## src/rtl/dbrk_pkg.sv

```systemverilog
`timescale 1ns/1ps
package dbrk_pkg;

   // Qualifiers of one data access presented to the channels
   typedef struct packed {
      logic valid;
      logic is_load;
      logic is_store;
   } dbrk_acc_t;

   localparam int DBRK_DEF_ADDR_W = 32;
   localparam int DBRK_DEF_MASK_W = 6;

endpackage

```

## src/rtl/dbrk_mask_fix.sv

```systemverilog
`timescale 1ns/1ps
// Builds the effective mask: the field with upper bits forced to one,
// reduced to its leading run of ones so the window is always aligned.
module dbrk_mask_fix #(
   parameter int ADDR_W = 32,
   parameter int MASK_W = 6
) (
   input  logic [MASK_W-1:0] fld,
   output logic [ADDR_W-1:0] mask
);

   logic [ADDR_W-1:0] raw;
   logic [ADDR_W-1:0] run;

   assign raw = {{(ADDR_W-MASK_W){1'b1}}, fld};

   // Prefix AND from the top: a bit survives only if all bits above are ones
   assign run[ADDR_W-1] = raw[ADDR_W-1];
   genvar gi;
   generate
      for (gi = ADDR_W-2; gi >= 0; gi--) begin : g_run
         assign run[gi] = run[gi+1] & raw[gi];
      end
   endgenerate

   assign mask = run;

endmodule

```

## src/rtl/dbrk_channel.sv

```systemverilog
`timescale 1ns/1ps
module dbrk_channel
   import dbrk_pkg::*;
#(
   parameter int ADDR_W = 32,
   parameter int MASK_W = 6,
   parameter int ST_BIT = 31,
   parameter int LD_BIT = 30
) (
   input  logic              clk,
   input  logic              rst_n,
   input  logic              wr_addr,
   input  logic              wr_ctl,
   input  logic [ADDR_W-1:0] wr_data,
   input  dbrk_acc_t         acc,
   input  logic [ADDR_W-1:0] acc_addr,
   output logic              hit
);

   logic [ADDR_W-1:0] wp_addr;
   logic              st_en;
   logic              ld_en;
   logic [MASK_W-1:0] mask_fld;
   logic [ADDR_W-1:0] eff_mask;
   logic              kind_ok;
   logic              addr_ok;

   always_ff @(posedge clk or negedge rst_n) begin
      if (!rst_n) begin
         wp_addr  <= '0;
         st_en    <= 1'b0;
         ld_en    <= 1'b0;
         mask_fld <= '0;
      end else begin
         if (wr_addr) wp_addr <= wr_data;
         if (wr_ctl) begin
            st_en    <= wr_data[ST_BIT];
            ld_en    <= wr_data[LD_BIT];
            mask_fld <= wr_data[MASK_W-1:0];
         end
      end
   end

   dbrk_mask_fix #(.ADDR_W(ADDR_W), .MASK_W(MASK_W)) i_mask (
      .fld  (mask_fld),
      .mask (eff_mask)
   );

   assign kind_ok = (st_en & acc.is_store) | (ld_en & acc.is_load);
   assign addr_ok = ((acc_addr ^ wp_addr) & eff_mask) == '0;
   assign hit     = acc.valid & kind_ok & addr_ok;

   AST_DISABLED_SILENT: assert property (@(posedge clk) disable iff (!rst_n)
      (!st_en && !ld_en) |-> !hit);
   AST_MASK_UPPER_ONES: assert property (@(posedge clk) disable iff (!rst_n)
      &eff_mask[ADDR_W-1:MASK_W]);
   AST_MASK_CONTIG: assert property (@(posedge clk) disable iff (!rst_n)
      (((~eff_mask) + ADDR_W'(1)) & (~eff_mask)) == '0);
   AST_NO_HIT_IDLE: assert property (@(posedge clk) disable iff (!rst_n)
      !acc.valid |-> !hit);
   AST_CTL_UPDATE: assert property (@(posedge clk) disable iff (!rst_n)
      wr_ctl |=> (st_en == $past(wr_data[ST_BIT])) && (ld_en == $past(wr_data[LD_BIT])));

endmodule

```

## src/rtl/dbrk_ibrk_en.sv

```systemverilog
`timescale 1ns/1ps
module dbrk_ibrk_en #(
   parameter int N = 2
) (
   input  logic         clk,
   input  logic         rst_n,
   input  logic         wr,
   input  logic [N-1:0] wr_bits,
   output logic [N-1:0] en
);

   always_ff @(posedge clk or negedge rst_n) begin
      if (!rst_n)  en <= '0;
      else if (wr) en <= wr_bits;
   end

   AST_IBRK_TRIM: assert property (@(posedge clk) disable iff (!rst_n)
      wr |=> en == $past(wr_bits));

endmodule

```

## src/rtl/dbrk_unit.sv

```systemverilog
`timescale 1ns/1ps
module dbrk_unit
   import dbrk_pkg::*;
#(
   parameter int NUM_CH   = 2,
   parameter int ADDR_W   = DBRK_DEF_ADDR_W,
   parameter int MASK_W   = DBRK_DEF_MASK_W,
   parameter int ST_BIT   = 31,
   parameter int LD_BIT   = 30,
   parameter int NUM_IBRK = 2,
   localparam int SEL_W   = (NUM_CH > 1) ? $clog2(NUM_CH) : 1
) (
   input  logic                clk,
   input  logic                rst_n,
   input  logic [SEL_W-1:0]    cfg_sel,
   input  logic                cfg_addr_we,
   input  logic                cfg_ctl_we,
   input  logic                cfg_ibrk_we,
   input  logic [ADDR_W-1:0]   cfg_wdata,
   input  logic                acc_valid,
   input  logic                acc_load,
   input  logic                acc_store,
   input  logic [ADDR_W-1:0]   acc_addr,
   output logic [NUM_CH-1:0]   hit_vec,
   output logic                stop_req,
   output logic [NUM_IBRK-1:0] ibrk_enable
);

   // Elaboration-time parameter checks
   generate
      if (NUM_CH < 1) begin : g_bad_ch
         $error("dbrk_unit: NUM_CH must be at least 1");
      end
      if (MASK_W < 1 || MASK_W >= ADDR_W) begin : g_bad_mask
         $error("dbrk_unit: MASK_W must lie in 1..ADDR_W-1");
      end
      if (ST_BIT == LD_BIT || ST_BIT < MASK_W || LD_BIT < MASK_W ||
          ST_BIT >= ADDR_W || LD_BIT >= ADDR_W) begin : g_bad_bits
         $error("dbrk_unit: qualifier bits must be distinct and above the mask field");
      end
      if (NUM_IBRK < 1 || NUM_IBRK > ADDR_W) begin : g_bad_ibrk
         $error("dbrk_unit: NUM_IBRK must lie in 1..ADDR_W");
      end
   endgenerate

   dbrk_acc_t acc;
   assign acc = '{valid: acc_valid, is_load: acc_load, is_store: acc_store};

   genvar gc;
   generate
      for (gc = 0; gc < NUM_CH; gc++) begin : g_ch
         logic sel_me;
         assign sel_me = (cfg_sel == SEL_W'(gc));
         dbrk_channel #(
            .ADDR_W (ADDR_W),
            .MASK_W (MASK_W),
            .ST_BIT (ST_BIT),
            .LD_BIT (LD_BIT)
         ) i_ch (
            .clk      (clk),
            .rst_n    (rst_n),
            .wr_addr  (cfg_addr_we & sel_me),
            .wr_ctl   (cfg_ctl_we & sel_me),
            .wr_data  (cfg_wdata),
            .acc      (acc),
            .acc_addr (acc_addr),
            .hit      (hit_vec[gc])
         );
      end
   endgenerate

   assign stop_req = |hit_vec;

   dbrk_ibrk_en #(.N(NUM_IBRK)) i_ibrk (
      .clk     (clk),
      .rst_n   (rst_n),
      .wr      (cfg_ibrk_we),
      .wr_bits (cfg_wdata[NUM_IBRK-1:0]),
      .en      (ibrk_enable)
   );

   AST_STOP_NEEDS_ACCESS: assert property (@(posedge clk) disable iff (!rst_n)
      stop_req |-> acc_valid && (acc_load || acc_store));

endmodule

```

## config.mk

```make
export PLATFORM = sky130hd
export DESIGN_NAME = dbrk_unit
export DESIGN_NICKNAME = d
export VERILOG_FILES = /design/src/rtl/dbrk_pkg.sv /design/src/rtl/dbrk_mask_fix.sv /design/src/rtl/dbrk_channel.sv /design/src/rtl/dbrk_ibrk_en.sv /design/src/rtl/dbrk_unit.sv
export SDC_FILE = /design/constraint.sdc
export NUM_CORES = 1
export LEC_CHECK = 0
export ABC_AREA = 1
export BUFFER_PORTS_ARGS = -buffer_cell sky130_fd_sc_hd__buf_2
export CAP_MARGIN = 25
export CORE_ASPECT_RATIO = 1.1
export CORE_UTILIZATION = 30
export CTS_CLUSTER_SIZE = 40
export DETAILED_ROUTE_END_ITERATION = 12
export GPL_ROUTABILITY_DRIVEN = 1
export MAX_ROUTING_LAYER = met4
export PLACE_DENSITY = 0.55
export SLEW_MARGIN = 20
export SYNTH_ARGS = -nofsm -noshare
export SYNTH_HDL_FRONTEND = slang
export SYNTH_SLANG_ARGS = --single-unit
```

## constraint.sdc

```tcl
create_clock -name clk -period 2.8 [get_ports clk]
set_input_delay 0.14 -clock clk [delete_from_list [all_inputs] [get_ports clk]]
set_output_delay 0.14 -clock clk [all_outputs]
set_load 0.01 [all_outputs]
```

==> results.cfg <==
[power_and_ir_drop]
internal_power_mw = 2.366
power_density_nw_per_um2 = 630.1
swShare = 0.2641
vdd_drop_max_v = 0.0002950
combinationalPowerShare = 0.153
clockPowerShare = 0.399
pwr-share-seq = 0.448
switching_power_mw = 0.8492
leakagePower_nw = 2.752

[placed_design]
numPortBuffers = 77
dpl_cell_area_um2 = 4750
dpl.hpwl_um = 7765
place_ws_ns = 1.294
place_congestion = 0.8380

[clock_network]
cts_buffers = 9
clk_pin_slew_ns = 0.06
ctsResizeCount = 0
clock-root-buffer = clkbuf_16
cts_tree = built
cts_max_level = 3
insertion_delay_ns = 0.34
cts.sinks = 82
clk_path_buf_depth = 2

[routing]
detail_route.iter0.violations = 165
drt_pre_antenna_iters = 4
postRouteWirelength_um = 10500
avgViaCountPerCell = 4.300
vias = 3608
drc = 0
antenna_left = 0
routedWlPerCell_um = 12.51

[timing]
period_needed_ns = 1.832
final.setup.worst_slack_ns = 0.9684
final-hold-violation-count = 0
setup_viol = 0
post-route-period-util = 0.6541
finalSetupTns_ns = 0
grt_setup_unrepaired = false
worstMarginPinSlew_ns = 0.5361
max_freq_mhz = 546.0
drv_slew = 0
skew_ns = 0
relSlewSlack = 0.6417

[die]
rows = 44
core-area_um2 = 13380
die_height_um = 125.6
die_w_um = 114.4
die-area_um2 = 14360
ios = 78
start_util = 0.3114

[setup_path]
endpoint_kind = output port
crit_path_start_kind = register
crit_required_ns = 2.66
critPathKind = register to output port
worstPathArrival_ns = 1.69
crit_path_max_fanout = 2

[flow_run]
maxCapViolCount = 0

[yosys]
synth_warnings = 0
synthDistinctLibCells = 20
ys_seq_area_frac = 0.4925
synth_fp_nets = 647
syn_avg_cell_area_um2 = 7.259
syn-instance-count = 574
synth-seq-cells = 82
netlist_area_um2 = 4166

[finish]
fillers = 1431
seq_area_um2 = 2052
multi_input_area_um2 = 1699
nets = 723
drive_gt1_frac = 0.1529
syn2layout_area_growth_pct = 22.46
fin_area_um2 = 5102

[outcome]
status = completed

[global_route]
grt_max_degree = 65
grtUsageTotal = 0.1625
grt_pass1_wl_um = 17250
antenna_found_initial = 1
grt_pass1_vias = 3613
grt-ovfl-total = 0

[min_path]
hp-class = primary input to register
Yosys cell counts:
master    number  share of area
a21oi_1        3         0.0036
buf_2          6         0.0072
buf_4          2         0.0036
clkbuf_1       8         0.0072
dfrtp_1       82           0.49
inv_1         90          0.081
inv_2          2         0.0018
nand2_1      215           0.19
nand3_1        8         0.0096
nand3_2        1         0.0024
nand4_1        3         0.0045
nor2_1        37          0.033
nor2_2         1         0.0015
o211ai_1       2         0.0036
o21ai_0       90           0.11
o21ai_1        2         0.0024
or2_0          3         0.0045
or2_2          1         0.0015
xnor2_1       17          0.036
xor2_1         1         0.0021
registers in the layout (all words and copies together) (netlist names):
| name | count |
|---|---|
| g_ch.i_ch.wp_addr | 64 |
| g_ch.i_ch.mask_fld | 12 |
| g_ch.i_ch.ld_en | 2 |
| i_ibrk.en | 2 |
| g_ch.i_ch.st_en | 2 |
path summary, 6_finish.rpt:
kind | cells past startpoint | endpoint | from | slack, ns
worst max-delay path | 8 | stop_req | g_ch[0].i_ch.wp_addr[17]$_DFFE_PN0P_ | 0.97
worst min-delay path | 2 | i_ibrk.en[1]$_DFFE_PN0P_ | cfg_ibrk_we | 0.02
worst max register to register | 2 | g_ch[1].i_ch.mask_fld[4]$_DFFE_PN0P_ | g_ch[1].i_ch.mask_fld[4]$_DFFE_PN0P_ | 2.10
worst min register to register | 2 | g_ch[0].i_ch.mask_fld[2]$_DFFE_PN0P_ | g_ch[0].i_ch.mask_fld[2]$_DFFE_PN0P_ | 0.49
max in group asynchronous | 3 | g_ch[0].i_ch.wp_addr[18]$_DFFE_PN0P_ | rst_n | 1.88
min in group asynchronous | 2 | g_ch[1].i_ch.wp_addr[4]$_DFFE_PN0P_ | rst_n | 0.30
kinds of logic after synthesis:
kind of cell / Yosys count / share of synthesized area
xor gates and xnor gates: 18 / 0.03784
and+or+nand+nor: 269 / 0.2511
buffers and inverters: 108 / 0.1009
AOI/OAI and AO/OA: 97 / 0.1177
DFF: 82 / 0.4925
what timing repair did:
action	CTS	global route
hold endpoints to repair	33	0
setup buffers	0	0
hold buffers	1	0
critical path, stage by stage, from the launching register on:
cell and delay, ns:
dfrtp_1 0.40, xnor2_1 0.17, nand3_1 0.08, nor2_1 0.16, nand2_1 0.08, nor2_1 0.10
nand3_1 0.15, nand2_1 0.09, buf_2 0.12
power by group through the flow:
stage / combinational, mW / clock [mW] / sequential (mW)
floorplan: 0.319 / 0 / 1.43
global placement: 0.480 / 0 / 1.45
detailed placement: 0.497 / 0 / 1.46
CTS: 0.501 / 1.32 / 1.44
global route: 0.577 / 1.37 / 1.46
finish: 0.492 / 1.28 / 1.44
routing by layer:
metal	vias up	track usage	share of wire
met2	75	0.2635	0.47
met4	0	0.07792	0.026
li1	1898	-	-
met1	1619	0.1947	0.47
met3	16	0.02811	0.041
met5	-	-	0
stage by stage:
| step | hold WS, ns | instances | util | power, mW |
|---|---|---|---|---|
| 6_report | 0.01613 | 839 | 0.3814 | 3.215 |
| 5_1_grt | 0.01338 | 839 | 0.3814 | 3.408 |
| 4_1_cts | 0.006434 | 837 | 0.3797 | 3.264 |
| 3_5_place_dp | 0.1396 | 821 | 0.3550 | 1.956 |
| 3_3_place_gp | 0.3658 | 820 | 0.3530 | 1.934 |
| 2_1_floorplan | -0.1556 | 574 | - | 1.752 |
placed cells by master (no fill, tap or decap):
cell type      netlist  layout
o211ai_1             2       2
buf_16               0       1
clkbuf_8             0       2
or2_2                1       1
xor2_1               1       1
nand2_2              0       2
buf_12               0       1
inv_1               90      90
dfrtp_1             82      82
nand2_1            215     213
diode_2              0       1
clkbuf_1             8       2
inv_2                2       2
a21oi_1              3       3
or2_0                3       3
nand3_2              1       1
buf_4                2       2
nor2_1              37      37
clkbuf_16            0       9
buf_2                6      76
xnor2_1             17      17
nor2_2               1       1
dlygate4sd3_1        0       1
nand3_1              8       8
nand4_1              3       3
o21ai_1              2       2
o21ai_0             90      90
bufinv_16            0       2
cell type report:
type	count	share of cell area
multi-input cells	384	0.3330
clock inverters	2	0.01177
inverters	92	0.06768
repair buffers	81	0.08877
flip-flops and latches	82	0.4022
well taps	184	0.04512
diodes	1	0.0004904
clock buffers	13	0.05101
Power figures use the tool's default switching activity.
